==> config.mk <==
export PLATFORM = sky130hd
export DESIGN_NAME = thr_irq_gen
export DESIGN_NICKNAME = d
export VERILOG_FILES = /design/src/rtl/thr_pkg.sv /design/src/rtl/thr_cfg_regs.sv /design/src/rtl/thr_compare.sv /design/src/rtl/thr_irq_fsm.sv /design/src/rtl/thr_irq_gen.sv
export SDC_FILE = /design/constraint.sdc
export NUM_CORES = 1
export LEC_CHECK = 0
export BUFFER_PORTS_ARGS = -buffer_cell sky130_fd_sc_hd__buf_2
export CORE_MARGIN = 2
export CORE_UTILIZATION = 58
export CTS_CLUSTER_DIAMETER = 100
export CTS_CLUSTER_SIZE = 8
export DETAILED_ROUTE_END_ITERATION = 10
export PLACE_DENSITY = 0.8
export SLEW_MARGIN = 25
export SYNTH_ARGS = -nofsm -noshare
export SYNTH_HDL_FRONTEND = slang
export SYNTH_SLANG_ARGS = --single-unit
==> constraint.sdc <==
create_clock -name clk -period 1.9 [get_ports clk]
set_input_delay 0.38 -clock clk [delete_from_list [all_inputs] [get_ports clk]]
set_output_delay 0.38 -clock clk [all_outputs]
set_load 0.02 [all_outputs]
==> src/rtl/thr_pkg.sv <==
package thr_pkg;
    localparam int NCH   = 4;
    localparam int RES_W = 10;
    localparam int REF_W = 8;
    localparam int ADR_W = 3;
    localparam int CH_W  = $clog2(NCH);
    localparam int EN_ADDR  = NCH;
    localparam int DIR_ADDR = NCH + 1;

    typedef enum logic {
        IRQ_RELEASED = 1'b0,
        IRQ_PULLING  = 1'b1
    } irq_state_e;
endpackage

==> src/rtl/thr_cfg_regs.sv <==
module thr_cfg_regs
    import thr_pkg::*;
(
    input  logic                       clk,
    input  logic                       rst_n,
    input  logic                       host_wr,
    input  logic [ADR_W-1:0]           host_addr,
    input  logic [REF_W-1:0]           host_wdata,
    output logic [NCH-1:0][REF_W-1:0]  refs_o,
    output logic [NCH-1:0]             en_o,
    output logic [NCH-1:0]             dir_o
);
    for (genvar ch = 0; ch < NCH; ch++) begin : g_ref
        always_ff @(posedge clk or negedge rst_n) begin
            if (!rst_n)
                refs_o[ch] <= '0;
            else if (host_wr && host_addr == ADR_W'(ch))
                refs_o[ch] <= host_wdata;
        end
    end

    always_ff @(posedge clk or negedge rst_n) begin
        if (!rst_n) begin
            en_o  <= '0;
            dir_o <= '0;
        end else if (host_wr) begin
            if (host_addr == ADR_W'(EN_ADDR))
                en_o <= host_wdata[NCH-1:0];
            if (host_addr == ADR_W'(DIR_ADDR))
                dir_o <= host_wdata[NCH-1:0];
        end
    end
endmodule

==> src/rtl/thr_compare.sv <==
module thr_compare
    import thr_pkg::*;
(
    input  logic                       res_valid,
    input  logic [CH_W-1:0]            res_chan,
    input  logic [RES_W-1:0]           res_data,
    input  logic [NCH-1:0][REF_W-1:0]  refs_i,
    input  logic [NCH-1:0]             dir_i,
    output logic [NCH-1:0]             hit_o
);
    localparam int DROP = RES_W - REF_W;
    logic [REF_W-1:0] upper;
    assign upper = res_data[RES_W-1:DROP];

    for (genvar ch = 0; ch < NCH; ch++) begin : g_cmp
        logic above;
        assign above = upper > refs_i[ch];
        assign hit_o[ch] = res_valid && (res_chan == CH_W'(ch))
                           && (dir_i[ch] ? !above : above);
    end
endmodule

==> src/rtl/thr_irq_fsm.sv <==
module thr_irq_fsm
    import thr_pkg::*;
(
    input  logic           clk,
    input  logic           rst_n,
    input  logic [NCH-1:0] hit_i,
    input  logic [NCH-1:0] en_i,
    input  logic           flag_rd,
    output logic [NCH-1:0] flags_o,
    output logic           irq_oe_o
);
    irq_state_e state_q, state_d;
    logic       pending;

    always_ff @(posedge clk or negedge rst_n) begin
        if (!rst_n)
            flags_o <= '0;
        else
            flags_o <= (flag_rd ? '0 : flags_o) | hit_i;
    end

    assign pending = |(flags_o & en_i);

    always_comb begin
        state_d = state_q;
        unique case (state_q)
            IRQ_RELEASED: if (pending)  state_d = IRQ_PULLING;
            IRQ_PULLING:  if (!pending) state_d = IRQ_RELEASED;
            default:      state_d = IRQ_RELEASED;
        endcase
    end

    always_ff @(posedge clk or negedge rst_n) begin
        if (!rst_n) state_q <= IRQ_RELEASED;
        else        state_q <= state_d;
    end

    always_comb begin
        irq_oe_o = (state_q == IRQ_PULLING);
    end

    a_r6_sticky: assert property (@(posedge clk) disable iff (!rst_n)
        !flag_rd |=> ((flags_o & $past(flags_o)) == $past(flags_o)));
    a_r7_set_wins: assert property (@(posedge clk) disable iff (!rst_n)
        flag_rd |=> (flags_o == $past(hit_i)));
endmodule

==> src/rtl/thr_irq_gen.sv <==
module thr_irq_gen
    import thr_pkg::*;
(
    input  logic                clk,
    input  logic                rst_n,
    input  logic                res_valid,
    input  logic [CH_W-1:0]     res_chan,
    input  logic [RES_W-1:0]    res_data,
    input  logic                host_wr,
    input  logic [ADR_W-1:0]    host_addr,
    input  logic [REF_W-1:0]    host_wdata,
    input  logic                flag_rd,
    output logic [NCH-1:0]      flag_rdata_o,
    output logic                irq_oe_o,
    output logic                irq_n_o
);
    logic [NCH-1:0][REF_W-1:0] refs;
    logic [NCH-1:0]            en, dir, hit, flags;

    thr_cfg_regs u_cfg (
        .clk(clk), .rst_n(rst_n), .host_wr(host_wr), .host_addr(host_addr),
        .host_wdata(host_wdata), .refs_o(refs), .en_o(en), .dir_o(dir)
    );

    thr_compare u_cmp (
        .res_valid(res_valid), .res_chan(res_chan), .res_data(res_data),
        .refs_i(refs), .dir_i(dir), .hit_o(hit)
    );

    thr_irq_fsm u_fsm (
        .clk(clk), .rst_n(rst_n), .hit_i(hit), .en_i(en), .flag_rd(flag_rd),
        .flags_o(flags), .irq_oe_o(irq_oe_o)
    );

    assign flag_rdata_o = flags;
    assign irq_n_o      = 1'b0;

    a_r8_assert_irq: assert property (@(posedge clk) disable iff (!rst_n)
        (|(flags & en)) |=> irq_oe_o);
    a_r9_release_irq: assert property (@(posedge clk) disable iff (!rst_n)
        !(|(flags & en)) |=> !irq_oe_o);
    a_r5_no_valid_no_set: assert property (@(posedge clk) disable iff (!rst_n)
        (!res_valid && !flag_rd) |=> $stable(flags));
    a_r5_one_channel: assert property (@(posedge clk) disable iff (!rst_n)
        $onehot0(hit));
    a_r8_drive_zero: assert property (@(posedge clk) disable iff (!rst_n)
        irq_n_o == 1'b0);
endmodule

=== After elaboration in Yosys (flattened, before gate mapping) ===
Index checks and enable logic that the tools add are counted.

* Bits in registers: 45

* Multiplexer cells: 6
* Equal/unequal tests: 8
* Order comparisons: 4
* Bitwise gates (word level): 2
* Reductions and logical operators: 21

{| class="wikitable"
|+ Operators by type and width
! kind !! count
|-
| greater-than comparator 8 bit || 4
|-
| logical AND 1 bit || 12
|-
| equality test 3 x 2 -> 1 bit, second input constant || 2
|-
| equality test 3 bit, second input constant || 2
|-
| two-way mux 1 bit || 5
|-
| bitwise AND 4 bit || 1
|-
| equality test 2 bit, second input constant || 2
|-
| logical NOT 1 bit || 4
|-
| two-way mux 4 bit || 1
|-
| bitwise OR 4 bit || 1
|-
| AND reduction 2 bit || 2
|-
| OR reduction 4 bit || 1
|-
| equality test 3 x 1 -> 1 bit, second input constant || 1
|-
| logical NOT 3 bit || 1
|-
| equality test 2 x 1 -> 1 bit, second input constant || 1
|-
| logical NOT 2 bit || 1
|}

=== Longest topological paths before layout ===
Gate-level depths: netlist of run 1.

* Depth after elaboration: 5
* Mapped depth: 6
* Gate-level depth less buffers: 6

=== By module ===
Synthesis of run 1 repeated with hierarchy kept, for this count alone.

* Cell total of the unflattened synthesis: 228
* Area, all modules: 2626.3 µm²

{| class="wikitable"
|+ By module, submodules not included
! module !! instances !! seq. area each (µm²) !! area an instance (µm²) !! cells each
|-
| thr_cfg_regs || 1 || 1001.0 || 1544.0 || 88
|-
| thr_compare || 1 || 0.0 || 892.1 || 125
|-
| thr_irq_fsm || 1 || 125.1 || 178.9 || 13
|-
| thr_irq_gen || 1 || 0.0 || 11.3 || 2
|}

=== Least setup slack after synthesis of run 1 ===
No wires, ideal clock.

* Path kind: input port to flip-flop
* From: input port res_data[5]
* To: register u_fsm.flags_o[2]
* Path slack: 320 ps
* Data arrival time: 1493 ps
* Stages: 5
* Path buffers: 0
* Required time: 1813 ps
* Cells stage by stage: ha_1 -> and4_1 -> a211o_1 -> a211o_1 -> o211ai_1

* Cells in the longest elaborated chain, start to end: 5

{| class="wikitable"
|+ RTL lines
! element !! RTL line !! text
|-
| start: declaration || thr_irq_gen.sv:8 || <nowiki>input logic [RES_W-1:0] res_data,</nowiki>
|-
| greater-than comparator 8 bit * || thr_compare.sv:17 || <nowiki>assign above = upper > refs_i[ch];</nowiki>
|-
| logical NOT 1 bit || thr_compare.sv:19 || <nowiki>&& (dir_i[ch] ? !above : above);</nowiki>
|-
| two-way mux 1 bit * || thr_compare.sv:19 ||
|-
| logical AND 1 bit * || thr_compare.sv:19 ||
|-
| bitwise OR 4 bit * || thr_irq_fsm.sv:19 || <nowiki>flags_o <= (flag_rd ? '0 : flags_o) | hit_i;</nowiki>
|-
| end signal: assignment || thr_irq_fsm.sv:19 ||
|-
| end: declaration || thr_irq_fsm.sv:9 || <nowiki>output logic [NCH-1:0] flags_o,</nowiki>
|}

Mark *: on every way between the ends. The rest lies on a longest branch, timed or not.
A chain may end at the register's enable or synchronous reset.

=== Final worst setup path of run 1 ===
* From: register u_cfg.refs_o[3] (netlist bit)
* To: register u_fsm.flags_o[0]

* Cells in the longest elaborated chain, start to end: 5

{| class="wikitable"
|+ RTL lines
! element !! RTL line !! text
|-
| start: declaration || thr_cfg_regs.sv:9 || <nowiki>output logic [NCH-1:0][REF_W-1:0] refs_o,</nowiki>
|-
| start signal: indexed assignment || thr_cfg_regs.sv:18 || <nowiki>refs_o[ch] <= host_wdata;</nowiki>
|-
| greater-than comparator 8 bit * || thr_compare.sv:17 ||
|-
| logical NOT 1 bit || thr_compare.sv:19 ||
|-
| two-way mux 1 bit * || thr_compare.sv:19 ||
|-
| logical AND 1 bit * || thr_compare.sv:19 ||
|-
| bitwise OR 4 bit * || thr_irq_fsm.sv:19 ||
|}

Marked as above.

==> impl_metrics.json, run 1 <==
{
  "outcome": "finished, final reports clean",
  "ys_warn_count": 0,
  "worstPathArrival_ns": 1.86,
  "synth_top_area_share_pct": 41.8,
  "r2r-start": "u_cfg.refs_o[3]$_DFFE_PN0P_",
  "combinational_family_with_the_most_area_after_synthesis": "compound AO/OA/AOI/OAI gates",
  "regToRegSetupSlack_ns": 0.21,
  "drv.max_cap_violation_count": 0,
  "post_synth.cell_area_avg_sq_um": 10.3,
  "p_leak_nw": 1.43,
  "report.final.hold_viol_count": 0,
  "globalRoute.totalOverflow": 0,
  "io_buffers": 30,
  "critical_path_required_ns": 2.07,
  "die-height_microns": 72.2,
  "postSynthNetCount": 322,
  "netlist_top_cells_count": "dfrtp_1 (45), ha_1 (32), inv_1 (30), nand2_1 (27), o21ai_0 (27)",
  "p_per_area_mw_per_mm2": 863,
  "yosysSeqAreaShare_pct": 41.8,
  "reg2reg_depth": 6,
  "route.detailed.drc": 0,
  "timing.slew.headroom_pct": 66.0,
  "cts_resized": 0,
  "reg2reg_to": "u_fsm.flags_o[0]$_DFF_PN0_",
  "placeableCoreArea_sq_mm": 0.00441,
  "tritoncts.num_buffers": 5,
  "syn_area_sq_mm": 0.00269,
  "hpwlAfterDp_microns": 4670,
  "yosysTopAreaCell": "dfrtp_1",
  "ir_worst_vdd_v": 0.000551,
  "synth_flop_cell": "dfrtp_1",
  "clock-root-buffer": "clkbuf_8",
  "layout_min_cycle_time_ns": 1.69,
  "post_synth_inst_count": 262,
  "drt_iter0_drc": 132,
  "area_share_of_xor_xnor_cells_in_the_synthesized_design_pct": 0,
  "numPlacedInstances": 346,
  "proportion_of_layout_cells_with_a_drive_suffix_above_1_pct": 23.2,
  "rsz_0062_raised_after_global_routing": "false",
  "holdCritPathClass": "in -> async",
  "part_of_the_cycle_the_worst_path_needs_pct": 88.9,
  "synth_edf_count": 0,
  "post_cts_buffers": 0,
  "muxShareOfSynthArea_pct": 7.94,
  "endpoint_kind": "flip-flop",
  "grt_first_pass_wirelength_microns": 9960,
  "timing.setup.critical_path_class": "reg -> reg",
  "grt_pass1_vias": 2131,
  "wl_microns": 5930,
  "num_rows": 24,
  "antenna_cells": 0,
  "pin_count_of_the_biggest_net_entering_global_routing": 26,
  "fp.dieArea_sq_mm": 0.00521,
  "finalNetCount": 361,
  "grt_util_all_layers_pct": 25.4,
  "setup_violations": 0,
  "yosys_register_bits": 45,
  "critical_path_peak_fanout": 3,
  "routedWlPerCell_microns": 16.8,
  "yosys.area_share.adder_pct": 14.9,
  "cts_max_level": 2,
  "initial_utilization_pct": 61.0,
  "clock_latency_on_the_worst_skew_pair_ns": 0.30,
  "ctsHoldBuffers": 0,
  "drtPass1Iterations": 4,
  "cts_buffer_depth": 2,
  "final_cells": 354,
  "via_count": 2167,
  "skew_ns": 0.00905,
  "startpoint_class": "flip-flop",
  "max_slew.worst_pin.slew_ns": 0.510,
  "top_level_ports": 34,
  "n_fill_cell": 338,
  "max_clock_freq_mhz": 592,
  "cts_tree": "built",
  "synth_compound_gate_area_share_pct": 15.6,
  "fin_setup_tns_ns": 0,
  "number_of_antenna_violations_at_the_first_check_in_global_routing": 0,
  "synth-simple-area-share_pct": 14.7,
  "ant_nets": 0,
  "yosys.cell_count.top_type": "dfrtp_1",
  "finalCoreUtilization_pct": 68.6,
  "routed_via_density": 6.12,
  "yosysUniqueCellTypes": 39,
  "clkSinkCount": 45,
  "ys_async_rst_share_pct": 100,
  "floorplan.die.width_microns": 72.2,
  "final-max-slew-violation-count": 0,
  "cts.reportedPaths.clkPinSlew_ns": 0.08,
  "gp_congestion": 0.856,
  "ys_top_cells_by_area": "dfrtp_1 (42%), ha_1 (15%), mux2_2 (7.9%), o21ai_0 (5.0%), inv_1 (4.2%)",
  "layout-area-overhead-vs-synth_pct": 12.4
}
[cells by family after synthesis]
family          Yosys count
mux                      19
simple gates             63
other cells               1
flops                    45
fa+ha+maj                32
compound gates           68
buf+inv                  34
[per-stage QoR]
stage | setup slack, ns | total power [mW] | hold WS [ns] | instance area (sq um)
after floorplan | 0.320 | 1.79 | 0.0844 | 2690
after global placement | 0.101 | 2.01 | 0.375 | 2950
after detailed placement | 0.0660 | 2.06 | 0.378 | 2950
after CTS | 0.230 | 2.63 | 0.0476 | 3030
after global routing | 0.0784 | 2.81 | 0.0779 | 3030
final | 0.210 | 2.61 | 0.0388 | 3030
[worst max-delay path: stages, from the launching register on]
cell	delay [ns]
dfrtp_1	0.33
inv_1	0.06
ha_1	0.33
nand4_1	0.17
o21a_1	0.21
a222oi_1	0.31
o211ai_1	0.15
[placed cells by master (no fill, tap or decap), types with 6 or more instances in the layout]
| master | count |
|---|---|
| a21oi_1 | 16 |
| buf_2 | 30 |
| dfrtp_1 | 45 |
| ha_1 | 32 |
| inv_1 | 30 |
| mux2_2 | 19 |
| nand2_1 | 27 |
| nand4_1 | 6 |
| o211ai_1 | 8 |
| o21ai_0 | 27 |
[area by class of cell]
cell class	count	area, sq um	area share [%]
clock inverter	2	10.0	0.331
timing repair buffer	36	208	6.86
inverter	30	113	3.72
tap	52	65.1	2.15
sequential	45	1130	37.2
clock buffer	6	72.6	2.40
multi-input combinational	183	1430	47.4
[flip-flops by register name (all words and copies together), names as in the netlist]
name / count
u_fsm.irq_oe_o: 1
u_cfg.en_o: 4
u_fsm.flags_o: 4
u_cfg.dir_o: 4
u_cfg.refs_o: 32
[power breakdown]
group | total, mW | switching (mW) | internal, mW | leakage (nW)
Sequential | 1.25 | 0.0935 | 1.16 | 0.551
Clock | 0.571 | 0.316 | 0.255 | 0.0450
Combinational | 0.792 | 0.442 | 0.350 | 0.836
Total | 2.61 | 0.851 | 1.76 | 1.43
[worst max path at each step]
stage	start	endpoint	slack, ns	cells past startpoint
floorplan	res_data[5]	u_fsm.flags_o[2]$_DFF_PN0_	0.32	5
global placement	res_data[5]	u_fsm.flags_o[2]$_DFF_PN0_	0.10	6
detailed placement	res_data[5]	u_fsm.flags_o[2]$_DFF_PN0_	0.07	6
CTS	u_cfg.refs_o[19]$_DFFE_PN0P_	u_fsm.flags_o[2]$_DFF_PN0_	0.23	6
global route	u_cfg.refs_o[3]$_DFFE_PN0P_	u_fsm.flags_o[0]$_DFF_PN0_	0.08	6
finish	u_cfg.refs_o[3]$_DFFE_PN0P_	u_fsm.flags_o[0]$_DFF_PN0_	0.21	6
[layer usage]
| metal | GRT usage [%] | up-vias | wire [microns] |
|---|---|---|---|
| met3 | 4.72 | 14 | 360 |
| met1 | 33.8 | 1062 | 2520 |
| met5 | 0 | - | 0 |
| met2 | 41.0 | 63 | 2940 |
| li1 | - | 1028 | - |
| met4 | 10.3 | 0 | 112 |
No activity file was read; power rests on OpenSTA's default activity.
==> run 2: changes to the inputs <==
- ABC_AREA: not set -> 1
==> impl_metrics.json, run 2 <==
{
  "grt_first_pass_wirelength_microns": 9450,
  "drv.max_cap_violation_count": 0,
  "finalCoreUtilization_pct": 67.0,
  "post_synth_inst_count": 330,
  "proportion_of_layout_cells_with_a_drive_suffix_above_1_pct": 16.3,
  "clkSinkCount": 45,
  "synth_edf_count": 0,
  "ys_async_rst_share_pct": 100,
  "p_per_area_mw_per_mm2": 853,
  "syn_area_sq_mm": 0.00270,
  "holdCritPathClass": "in -> async",
  "via_count": 2113,
  "globalRoute.totalOverflow": 0,
  "post_synth.cell_area_avg_sq_um": 8.18,
  "synth_flop_cell": "dfrtp_1",
  "routedWlPerCell_microns": 12.5,
  "critical_path.max_stage_delay_ns": 0.36,
  "timing.hold.ws_ns": 0.0568,
  "ys_warn_count": 0,
  "yosys_register_bits": 45,
  "route.detailed.drc": 0,
  "worst_path_max_delay_cell": "dfrtp_1",
  "clkPwrFrac_pct": 21.4,
  "ys_top_cells_by_area": "dfrtp_1 (42%), ha_1 (15%), nand2_1 (14%), inv_1 (8.3%), o21ai_2 (5.2%)",
  "drtPass1Iterations": 4,
  "hpwlAfterDp_microns": 3970,
  "commonest_non_fill_non_tap_cell_in_the_layout": "nand2_1",
  "p_int_mw": 1.68,
  "yosysTopAreaCell": "dfrtp_1",
  "seqCellArea_sq_mm": 0.00113,
  "top_level_ports": 34,
  "power.share.switching_pct": 33.3,
  "share_comb_of_total_power_pct": 29.8,
  "total_power_mw": 2.52,
  "yosysUniqueCellTypes": 20,
  "pre_cts_slack_ns": 0.290,
  "layout_min_cycle_time_ns": 1.48,
  "cts_max_level": 2,
  "cts_buffer_depth": 2,
  "drt_iter0_drc": 107,
  "synth_top_area_share_pct": 41.7,
  "startpoint_class": "flip-flop",
  "post-route-worst-setup-slack_ns": 0.419,
  "multi_input_comb_area_sq_mm": 0.00130,
  "fp.dieArea_sq_mm": 0.00522,
  "die-height_microns": 72.2,
  "max_clock_freq_mhz": 675,
  "placeableCoreArea_sq_mm": 0.00441,
  "routed_via_density": 5.10,
  "clock-root-buffer": "clkbuf_8",
  "antenna_cells": 0,
  "yosys.cell_count.top_type": "nand2_1",
  "report.final.hold_viol_count": 0,
  "ctsHoldBuffers": 0,
  "ir_worst_vdd_v": 0.000505,
  "n_fill_cell": 359,
  "finalNetCount": 423,
  "endpoint_kind": "flip-flop",
  "netlist_top_cells_count": "nand2_1 (99), inv_1 (60), dfrtp_1 (45), ha_1 (32)",
  "p_leak_nw": 1.66,
  "layout-area-overhead-vs-synth_pct": 9.50,
  "final-max-slew-violation-count": 0,
  "grt_util_all_layers_pct": 23.5,
  "rsz_0062_raised_after_global_routing": "false",
  "seq_power_share_pct": 48.9,
  "io_buffers": 30,
  "crit_top_cell": "nand2_1",
  "cts.reportedPaths.clkPinSlew_ns": 0.08,
  "gp_congestion": 0.815,
  "crit_chain": "inv_1 -> ha_1 -> a21oi_1 -> nor2_1 -> nor2_1 -> nand2_1 -> nand2_1 -> nand2_1 -> nand3_1 -> nand2_1",
  "max_flop_register": "u_cfg.refs_o",
  "cts_resized": 0,
  "ant_nets": 0,
  "floorplan.die.width_microns": 72.2,
  "clock_latency_on_the_worst_skew_pair_ns": 0.29,
  "largest_register_ffs": 32,
  "critical_path_peak_fanout": 2,
  "pin_count_of_the_biggest_net_entering_global_routing": 46,
  "wl_microns": 5180,
  "yosysSeqAreaShare_pct": 41.7,
  "tritoncts.num_buffers": 5,
  "num_rows": 24,
  "postSynthNetCount": 390,
  "worstPathArrival_ns": 1.67,
  "fin_setup_tns_ns": 0,
  "initial_utilization_pct": 61.2,
  "post_cts_buffers": 0,
  "p_sw_uw": 839,
  "critical_path_required_ns": 2.09,
  "cts_tree": "built",
  "outcome": "finished, final reports clean",
  "skew_ns": 0.0116,
  "most-common-layout-cells": "nand2_1 (99), inv_1 (60), dfrtp_1 (45)",
  "number_of_antenna_violations_at_the_first_check_in_global_routing": 0,
  "timing.setup.critical_path_class": "reg -> reg",
  "grt_pass1_vias": 2115,
  "setup_violations": 0,
  "part_of_the_cycle_the_worst_path_needs_pct": 77.9
}
-- run 2: cell types whose count changed in the layout (fill, tap and decap cells not counted), moves of 11 or more --
cell     previous run  this run
inv_1              30        60
mux2_2             19         0
nand2_1            27        99
nor2_1              1        13
o21ai_0            27        16
o21ai_2             0        16
-- run 2: cell families after synthesis --
family                   Yosys count  share of synthesized area (%)
AND/OR/NAND/NOR                  135                           20.8
buffers and inverters             65                           10.3
flip-flops                        45                           41.7
other                              1                          0.139
AO/OA/AOI/OAI                     52                           12.2
adder cells (fa/ha/maj)           32                           14.8
-- run 2: layout make-up --
type	count	area share, %
Timing Repair Buffer	31	5.76
Sequential cell	45	38.1
Multi-Input combinational cell	220	43.8
Tap cell	52	2.20
Inverter	60	7.62
Clock inverter	1	0.169
Clock buffer	5	2.33
-- run 2: worst max-delay path, delay by kind of cell, from the launching register on --
kind	cells	cell delay, ns
adder cells (fa/ha/maj)	1	0.29
AND/OR/NAND/NOR	7	0.50
flip-flops	1	0.36
AO/OA/AOI/OAI	1	0.20
buffers and inverters	1	0.05
-- run 2: through the flow --
stage / std cells / instance area, sq um
floorplan: 330 / 2700
global placement: 408 / 2880
detailed placement: 408 / 2880
CTS: 414 / 2960
global route: 414 / 2960
finish: 414 / 2960
-- run 2: power groups by stage --
stage               logic [mW]  clock network [mW]  registers, mW
finish                   0.751               0.539           1.23
global route             0.900               0.591           1.26
detailed placement       0.757                   0           1.25
CTS                      0.763               0.548           1.23
floorplan                0.542                   0           1.24
global placement         0.716                   0           1.24
-- run 2: worst paths after layout --
check,from,end,slack [ns],cells past startpoint
min reg2reg,u_cfg.refs_o[10]$_DFFE_PN0P_,u_cfg.refs_o[10]$_DFFE_PN0P_,0.48,2
min in group clk,flag_rd,u_fsm.flags_o[0]$_DFF_PN0_,0.36,4
max,u_cfg.refs_o[5]$_DFFE_PN0P_,u_fsm.flags_o[0]$_DFF_PN0_,0.42,10
max in group asynchronous,rst_n,u_cfg.refs_o[27]$_DFFE_PN0P_,1.62,2
min,rst_n,u_cfg.refs_o[13]$_DFFE_PN0P_,0.06,2
max reg2reg,u_cfg.refs_o[5]$_DFFE_PN0P_,u_fsm.flags_o[0]$_DFF_PN0_,0.42,10
-- run 2: metal layers --
metal	wire length (microns)	global-route usage, %	vias up	part of all wire [%]
met1	2420	31.3	960	47
met3	231	4.31	13	4.5
met4	96	5.87	0	1.9
met2	2430	39.9	39	47
met5	0	0	-	0
li1	-	-	1101	-
